`src/rtl/hostbus_port.sv`:
```
module hostbus_port #(
  parameter int NPOS = 8,
  parameter int NCFG = 4,
  parameter int LW = 10,
  parameter logic [7:0] POS_BASE = 8'h40,
  parameter logic [7:0] RD_CMD = 8'h80,
  parameter logic [7:0] LEN_LO = 8'h81
) (
  input  logic              clk,
  input  logic              rst_n,
  input  logic              ale,
  input  logic              wrd,
  input  logic [7:0]        bus_in,
  output logic [7:0]        bus_out,
  output logic              bus_oe,
  input  logic [LW-1:0]     fld_len,
  input  logic              fld_id,
  output logic [NPOS*9-1:0] pos_flat,
  output logic [NCFG*8-1:0] cfg_flat
);
  localparam logic [7:0] MSB_ADDR = POS_BASE + 8'(NPOS);
  localparam logic [7:0] CFG_BASE = MSB_ADDR + 8'd1;

  logic [2:0] ale_sh, wrd_sh;
  logic ale_fall, wrd_fall, wrd_rise;
  logic [7:0] addr_q;
  logic rd_arm, rd_win;
  logic [7:0] lo_q [NPOS];
  logic [NPOS-1:0] msb_q;
  logic [7:0] cfg_q [NCFG];
  logic [7:0] rd_data;

  always_ff @(posedge clk or negedge rst_n)
    if (!rst_n) begin
      ale_sh <= '0;
      wrd_sh <= '1;
    end else begin
      ale_sh <= {ale_sh[1:0], ale};
      wrd_sh <= {wrd_sh[1:0], wrd};
    end

  assign ale_fall = ale_sh[2] & ~ale_sh[1];
  assign wrd_fall = wrd_sh[2] & ~wrd_sh[1];
  assign wrd_rise = ~wrd_sh[2] & wrd_sh[1];

  always_ff @(posedge clk or negedge rst_n)
    if (!rst_n) begin
      addr_q <= '0;
      rd_arm <= 1'b0;
      rd_win <= 1'b0;
    end else if (ale_fall) begin
      addr_q <= bus_in;
      if (rd_arm) begin
        rd_arm <= 1'b0;
        rd_win <= 1'b1;
      end else begin
        rd_arm <= (bus_in == RD_CMD);
        rd_win <= 1'b0;
      end
    end else if (rd_win && wrd_rise) begin
      rd_win <= 1'b0;
    end

  always_ff @(posedge clk or negedge rst_n)
    if (!rst_n) begin
      msb_q <= '0;
      for (int i = 0; i < NPOS; i++) lo_q[i] <= '0;
      for (int j = 0; j < NCFG; j++) cfg_q[j] <= '0;
    end else if (wrd_fall && !rd_win && !rd_arm) begin
      for (int i = 0; i < NPOS; i++)
        if (addr_q == POS_BASE + 8'(i)) lo_q[i] <= bus_in;
      if (addr_q == MSB_ADDR) msb_q <= bus_in[NPOS-1:0];
      for (int j = 0; j < NCFG; j++)
        if (addr_q == CFG_BASE + 8'(j)) cfg_q[j] <= bus_in;
    end

  always_comb
    case (addr_q)
      RD_CMD:  rd_data = {5'b0, fld_id, fld_len[9:8]};
      LEN_LO:  rd_data = fld_len[7:0];
      default: rd_data = 8'h00;
    endcase

  assign bus_oe  = rd_win & ~wrd_sh[1];
  assign bus_out = bus_oe ? rd_data : 8'h00;

  for (genvar i = 0; i < NPOS; i++) begin : g_pos
    assign pos_flat[9*i +: 9] = {msb_q[i], lo_q[i]};
  end
  for (genvar j = 0; j < NCFG; j++) begin : g_cfg
    assign cfg_flat[8*j +: 8] = cfg_q[j];
  end
endmodule

```
`config.mk`:
```
export PLATFORM = sky130hd
export DESIGN_NAME = hostbus_port
export DESIGN_NICKNAME = d
export VERILOG_FILES = /design/src/rtl/hostbus_port.sv
export SDC_FILE = /design/constraint.sdc
export NUM_CORES = 1
export LEC_CHECK = 0
export ABC_AREA = 1
export CAP_MARGIN = 20
export CORE_UTILIZATION = 50
export CTS_CLUSTER_SIZE = 40
export DETAILED_ROUTE_END_ITERATION = 10
export PLACE_DENSITY = 0.86
export SLEW_MARGIN = 15
export SYNTH_ARGS = -nofsm -noshare
export SYNTH_HDL_FRONTEND = slang
export SYNTH_SLANG_ARGS = --single-unit
```
`constraint.sdc`:
```
create_clock -name clk -period 3 [get_ports clk]
set_clock_uncertainty 0.15 [all_clocks]
set_input_delay 0.6 -clock clk [delete_from_list [all_inputs] [get_ports clk]]
set_output_delay 0.6 -clock clk [all_outputs]
set_load 0.01 [all_outputs]
```
## Yosys cells after proc, flatten, opt, wreduce, memory -nomap -nowiden

Cells that the tools add are included.

- Memory bits (writable): 0
- Memories kept: 0
- Register bits: 120
- Bits in read-only memories: 0
- Bits in latches: 0
- Output and inout bits: 113

- Multiplexer cells: 6
- $add $sub $neg: 0
- Reduce and logical (&&, ||, !) cells: 19
- Equal/unequal tests: 16
- Multiply operators: 0
- Divide/modulo/power cells: 0
- $lt $le $gt $ge: 0
- Shift-type cells: 0
- Bitwise logic cells: 7

Operators by type and width:

| cell | number |
|---|---|
| $eq 8x7->1 const B | 13 |
| $reduce_and 2->1 | 13 |
| $eq 8x8->1 const B | 3 |
| $pmux 8 s2 | 1 |
| $mux 8 | 1 |
| $and 1x1->1 | 4 |
| $mux 1 | 4 |
| $logic_and 1x1->1 | 3 |
| $not 1->1 | 3 |
| $logic_not 1->1 | 2 |
| $reduce_bool 2->1 | 1 |

## Depth between registers and ports, before layout

Gate-level depths: netlist (run 1).

- Depth after elaboration: 5
- Depth in mapped cells: 8

## Worst setup path after synthesis (run 1)

OpenSTA, ideal clock, no wires.

- Path type: register to output
- Start: register addr_q[4]
- End: output bus_out[3]
- Buffers on the path: 0
- Cell stages (with the launch flop): 6
- Arrival time: 1125 ps
- Slack: 1125 ps
- Required time: 2250 ps
- Path through: dfrtp_1 inv_1 nand2_1 nor2_1 nand2_1 nor2_1

- Longest elaborated chain between the ends: 3
- Elaborated cells between the ends (all ways): 4

RTL lines:

| what | line | source |
|---|---|---|
| from (decl) | 26 | `logic [7:0] addr_q;` |
| from (signal assigned) | 52 | `addr_q <= bus_in;` |
| $eq 8x8->1 | 78 | `case (addr_q)` |
| $pmux 8 s2 * | 78 |  |
| $mux 8 * | 85 | `assign bus_out = bus_oe ? rd_data : 8'h00;` |
| to (decl) | 14 | `output logic [7:0] bus_out,` |

Mark *: on every way between the ends. The rest lies on a longest branch, timed or not.

## Worst setup path after layout (run 1)

- Start: register addr_q[3]
- End: output bus_out[1]

Same word-level chain as after synthesis.

==> results of run 1 <==
[Yosys cell counts, types with 2 or more instances]
cell type / count / area share, %
dfrtp_1: 117 / 62
o21ai_1: 6 / 0.64
clkbuf_1: 3 / 0.24
o21ai_0: 83 / 8.8
nand3_1: 44 / 4.7
buf_2: 3 / 0.32
dlygate4sd1_1: 3 / 0.56
nor2_2: 4 / 0.53
dfstp_2: 3 / 1.7
a21oi_1: 3 / 0.32
buf_6: 10 / 2.4
inv_1: 23 / 1.8
nor2_4: 2 / 0.48
nand2_1: 160 / 13
nor2_1: 22 / 1.8
[worst max-delay path by stage]
stage,start,endpoint,slack [ns],depth (start not counted)
2_1_floorplan,addr_q[4]$_DFFE_PN0P_,bus_out[3],1.13,5
3_3_place_gp,fld_id,bus_out[2],0.40,4
3_5_place_dp,fld_id,bus_out[2],0.36,4
4_1_cts,addr_q[1]$_DFFE_PN0P_,bus_out[3],0.007,6
5_1_grt,addr_q[3]$_DFFE_PN0P_,bus_out[1],0.0003,6
6_report,addr_q[3]$_DFFE_PN0P_,bus_out[1],0.10,6
[logic make-up after synthesis]
group	after synthesis	synth area share, %
buf+inv	42	5.350
flops	120	63.96
compound gates	93	9.955
simple gates	234	20.73
[sequential cells by signal, indices dropped and copies added (netlist names)]
signal	flops
addr_q	8
ale_sh	3
cfg_flat	32
msb_q	8
pos_flat	64
rd_arm	1
rd_win	1
wrd_sh	3
[report_power, final]
group / switching, W / internal [W]
Combinational: 0.000404 / 0.000436
Clock: 0.000683 / 0.00121
Sequential: 0.000127 / 0.00183
[stage by stage]
stage | instance area, µm² | power, W
finish | 6679 | 0.004690
global route | 6679 | 0.004874
CTS | 6646 | 0.004704
detailed placement | 6081 | 0.002804
global placement | 6081 | 0.002768
floorplan | 4701 | 0.002263
[area by class of cell]
class                      count  share of cell area, %
clock inverter                 9                  1.499
tap                          111                  2.079
inverter                      23                  1.293
sequential                   120                  45.02
timing repair buffer         142                  21.43
multi-input combinational    327                  21.90
clock buffer                  22                  6.782
[timing repair]
action	4_1_cts	5_1_grt
pin swaps	0	1
hold buffers	1	0
endpoints found under the setup margin	8	8
hold endpoints to repair	43	0
resized for setup	1	11
[layer usage]
| metal | up-vias | routed length (µm) | track usage (%) |
|---|---|---|---|
| met2 | 146 | 6359 | 45.40 |
| met1 | 1927 | 5216 | 33.35 |
| met3 | 14 | 982 | 9.149 |
| met4 | 0 | 141 | 9.185 |
| li1 | 1876 | - | - |
| met5 | - | 0 | 0 |
[worst max-delay path, cell delays in order (launching register included)]
cell	delay, ns
dfrtp_1	0.43
inv_1	0.11
nand2_1	0.12
nor2_4	0.19
nand3_1	0.10
a21oi_1	0.13
clkdlybuf4s50_1	0.55
==> results.py, run 1 <==
metrics = {
    "power_and_ir_drop": {
        "powerDensity_nw_per_um2": 702.2,
        "p_leak_nw": 3.178,
        "ir_worst_vdd_uv": 412.6,
    },
    "placement": {
        "place_congestion": 0.8157,
        "dp_hpwl_um": 8478,
        "dp.cells": 722,
        "io_buffers": 135,
        "preCtsSetupSlack_ns": 0.3586,
    },
    "final_layout": {
        "layout_common_cells": "159 x nand2_1, 128 x clkdlybuf4s50_1, 117 x dfrtp_1, 83 x o21ai_0, 44 x nand3_1",
        "fin_util_pct": 72.97,
        "syn_to_final_growth_pct": 42.08,
        "finalNonFillerCells": 754,
        "drive_gt1_share_pct": 7.621,
        "multi_input_area_um2": 1463,
        "layout_commonest_cell": "nand2_1",
        "n_fill_cell": 642,
        "layout.nets": 654,
        "diodes": 0,
        "seq_area_um2": 3007,
    },
    "run_status": {
        "outcome": "finished clean",
    },
    "critical_path": {
        "reg2reg_slack_ns": 0.98,
        "r2r-end": "pos_flat[20]$_DFFE_PN0P_",
        "crit_fanout": 5,
        "worstSetupStartpointType": "flop",
        "crit_type": "flop to primary output",
        "crit_required_ns": 2.25,
        "r2r_start": "wrd_sh[2]$_DFF_PN1_",
        "end_kind": "primary output",
        "rr_worst_depth": 4,
        "crit_arrival_ns": 2.15,
    },
    "sta": {
        "setup_viol": 0,
        "worst_slack_ns": 0.1048,
        "rsz0062_at_grt": "no",
        "slew_headroom_pct": 62.23,
        "fin_crit_sh_pct": 96.51,
        "tightest_slew_ns": 0.5665,
        "hold_violations": 0,
        "hold-worst-slack_ns": 0.2019,
        "fmax_mhz": 345.4,
        "period_needed_ns": 2.895,
        "fin_setup_tns_ns": 0,
        "maxSlewViolCount": 0,
    },
    "die": {
        "die_w_um": 98.96,
        "die_area_um2": 9793,
        "rows": 35,
        "io_pins": 136,
        "die_height_um": 98.96,
        "coreArea_um2": 9153,
        "initial_core_util_pct": 51.36,
    },
    "hold_path": {
        "hold_end": "ale_sh[1]$_DFF_PN0_",
        "hp-start": "ale_sh[0]$_DFF_PN0_",
        "hold_depth": 0,
        "hold_class": "flop to flop",
    },
    "synth": {
        "ys_ff_latch": 120,
        "synth_fp_nets": 512,
        "yosysSeqAreaShare_pct": 63.96,
        "ys_types": 18,
        "yosys_warnings": 0,
        "syn_avg_cell_area_um2": 9.613,
        "synth_flop_cell": "dfrtp_1",
        "synth-async-reset-ratio_pct": 100.0,
        "synth-edff-count": 0,
        "synth.cell_area_um2": 4701,
        "synth_cells": 489,
    },
    "global_route": {
        "grt_max_degree": 78,
        "grt_pass1_wl_um": 20040,
        "track_usage_pct": 27.22,
        "grt_pass1_vias": 3949,
        "overflow": 0,
        "antenna_found_initial": 0,
    },
    "clock_tree": {
        "clkSinkCount": 120,
        "clock_latency_ns": 0.51,
        "cts_tree": "yes",
        "cts_buffer_depth": 2,
        "numCtsBuffers": 17,
        "ctsRootBufferMaster": "clkbuf_8",
        "cts_setup_buffers": 0,
        "htreeDepth": 4,
        "clkTransAtPathRegs_ns": 0.05,
    },
    "route": {
        "drt_wl_total_um": 12700,
        "num_vias": 3963,
        "antenna_left": 0,
        "wl_per_cell_um": 16.84,
        "drt_iter0_drc": 258,
        "drcViolationCount": 0,
        "first_pass_iters": 5,
        "via_per_inst": 5.256,
    },
    "run": {
        "maxCapViolations": 0,
    },
}
Power figures use the tool's default switching activity.
==> inputs of run 2 (changes only) <==
- CTS_BUF_LIST: not set -> sky130_fd_sc_hd__clkbuf_4
- PLACE_DENSITY: 0.86 -> 0.81
==> run 2 against run 1 <==
Net effect: flip-flop and latch count unchanged; register-to-register slack got worse by 0.04 ns; critical path depth unchanged; non-clock buffer count increased by 1; cell count increased by 0.27%; largest cell class unchanged; utilization decreased by 2.4 points; die area unchanged; clock power decreased by 29%; fmax increased by 0.71%; combinational power decreased by 0.8%; hold slack improved by 0.011 ns; sequential power about the same.
==> results.py, run 2 (same netlist as run 1, synthesis figures left out) <==
metrics = {
    "final_layout": {
        "finalNonFillerCells": 756,
        "layout.nets": 655,
        "fin_util_pct": 70.59,
        "layout_common_cells": "159 x nand2_1, 131 x clkdlybuf4s50_1, 117 x dfrtp_1, 83 x o21ai_0, 44 x nand3_1",
        "diodes": 0,
        "largest_register_ffs": 64,
        "syn_to_final_growth_pct": 37.45,
        "layout_commonest_cell": "nand2_1",
        "drive_gt1_share_pct": 7.752,
    },
    "global_route": {
        "antenna_found_initial": 0,
        "track_usage_pct": 26.84,
        "grt_pass1_wl_um": 19850,
        "overflow": 0,
        "grt_max_degree": 59,
        "grt_pass1_vias": 3825,
    },
    "power_and_ir_drop": {
        "p_leak_nw": 3.021,
        "ir_worst_vdd_uv": 456.0,
        "powerDensity_nw_per_um2": 637.7,
        "power_w": 0.004121,
    },
    "clock_tree": {
        "numCtsBuffers": 17,
        "cts_buffer_depth": 2,
        "ctsRootBufferMaster": "clkbuf_4",
        "clkSinkCount": 120,
        "cts_tree": "yes",
        "clkTransAtPathRegs_ns": 0.10,
        "clock_latency_ns": 0.51,
        "htreeDepth": 4,
    },
    "placement": {
        "dp.cells": 723,
        "io_buffers": 135,
        "place_congestion": 0.8125,
        "dp_hpwl_um": 8382,
    },
    "sta": {
        "fin_crit_sh_pct": 95.83,
        "fin_setup_tns_ns": 0,
        "hold_violations": 0,
        "period_needed_ns": 2.875,
        "rsz0062_at_grt": "no",
        "fmax_mhz": 347.8,
        "slew_headroom_pct": 62.39,
        "setup_viol": 0,
        "tightest_slew_ns": 0.5626,
        "maxSlewViolCount": 0,
    },
    "critical_path": {
        "crit_type": "flop to primary output",
        "slowest_delay_ns": 0.55,
        "crit_fanout": 5,
        "crit_required_ns": 2.25,
        "crit_arrival_ns": 2.12,
        "crit_slowest_cell": "clkdlybuf4s50_1",
        "worstPathCellList": "inv_1 > nand2_1 > nor2_4 > nand2_2 > nor2_1 > clkdlybuf4s50_1",
        "end_kind": "primary output",
        "worstSetupStartpointType": "flop",
    },
    "route": {
        "drcViolationCount": 0,
        "wl_per_cell_um": 16.23,
        "via_per_inst": 5.184,
        "drt_wl_total_um": 12270,
        "num_vias": 3919,
        "first_pass_iters": 4,
        "antenna_left": 0,
        "drt_iter0_drc": 210,
    },
    "die": {
        "io_pins": 136,
        "die_height_um": 98.96,
        "die_area_um2": 9793,
        "coreArea_um2": 9153,
        "initial_core_util_pct": 51.36,
        "die_w_um": 98.96,
        "rows": 35,
    },
    "hold_path": {
        "hold_class": "flop to flop",
    },
    "run": {
        "maxCapViolations": 0,
    },
    "run_status": {
        "outcome": "finished clean",
    },
}
[run 2: repair_timing]
item | CTS | global route
hold endpoints to repair | 35 | 0
hold buffers | 1 | 0
gates resized for setup | 2 | 5
setup endpoints to repair | 8 | 8
pin swaps | 0 | 1
cloned | 0 | 0
buffers inserted | 0 | 0
[run 2: path summary, 6_finish.rpt]
path / from / end / slack, ns / cells after the start
worst min-delay path: ale_sh[0]$_DFF_PN0_ / ale_sh[1]$_DFF_PN0_ / 0.21 / 0
worst max register to register: wrd_sh[2]$_DFF_PN1_ / cfg_flat[15]$_DFFE_PN0P_ / 0.94 / 4
max in group asynchronous: rst_n / cfg_flat[20]$_DFFE_PN0P_ / 1.55 / 3
worst max-delay path: addr_q[3]$_DFFE_PN0P_ / bus_out[7] / 0.13 / 6
min in group asynchronous: rst_n / cfg_flat[29]$_DFFE_PN0P_ / 0.45 / 2
worst min register to register: ale_sh[0]$_DFF_PN0_ / ale_sh[1]$_DFF_PN0_ / 0.21 / 0
[run 2: metal layers]
metal  vias to the layer above  routed length (µm)  global-route usage [%]
li1                       1886                   -                       -
met1                      1881                5140                   34.52
met2                       139                5996                   43.14
met3                        13                1004                   10.00
met4                         0                 129                   7.003
met5                         -                   0                       0
[run 2: power breakdown]
| group | switching [W] | leakage [nW] | internal [W] | total (W) |
|---|---|---|---|---|
| clock network | 0.000594 | 0.165 | 0.000744 | 0.00134 |
| registers | 0.000127 | 1.14 | 0.00182 | 0.00195 |
| logic | 0.000397 | 1.71 | 0.000436 | 0.000833 |
[run 2: critical path: cells and delay by family (launching register included)]
family | cells | cell delay, ns
buf+inv | 2 | 0.66
simple gates | 4 | 0.53
flops | 1 | 0.44
[run 2: cell type report]
class | instances | area (µm²)
well taps | 111 | 138.9
flip-flops and latches | 120 | 3007
fillers | 687 | 2691
clock inverters | 14 | 205.2
inverters | 23 | 86.33
multi-input cells | 327 | 1458
clock buffers | 18 | 135.1
repair buffers | 143 | 1431
[run 2: per-stage QoR]
stage / hold slack (ns) / instance area [µm²] / worst slack (ns)
after floorplan: 0.1544 / 4701 / 1.125
after global placement: 0.1906 / 6088 / 0.4117
after detailed placement: 0.1880 / 6088 / 0.3556
after CTS: 0.2132 / 6446 / 0.009302
after global routing: 0.2180 / 6461 / 0.005347
final: 0.2128 / 6461 / 0.1251
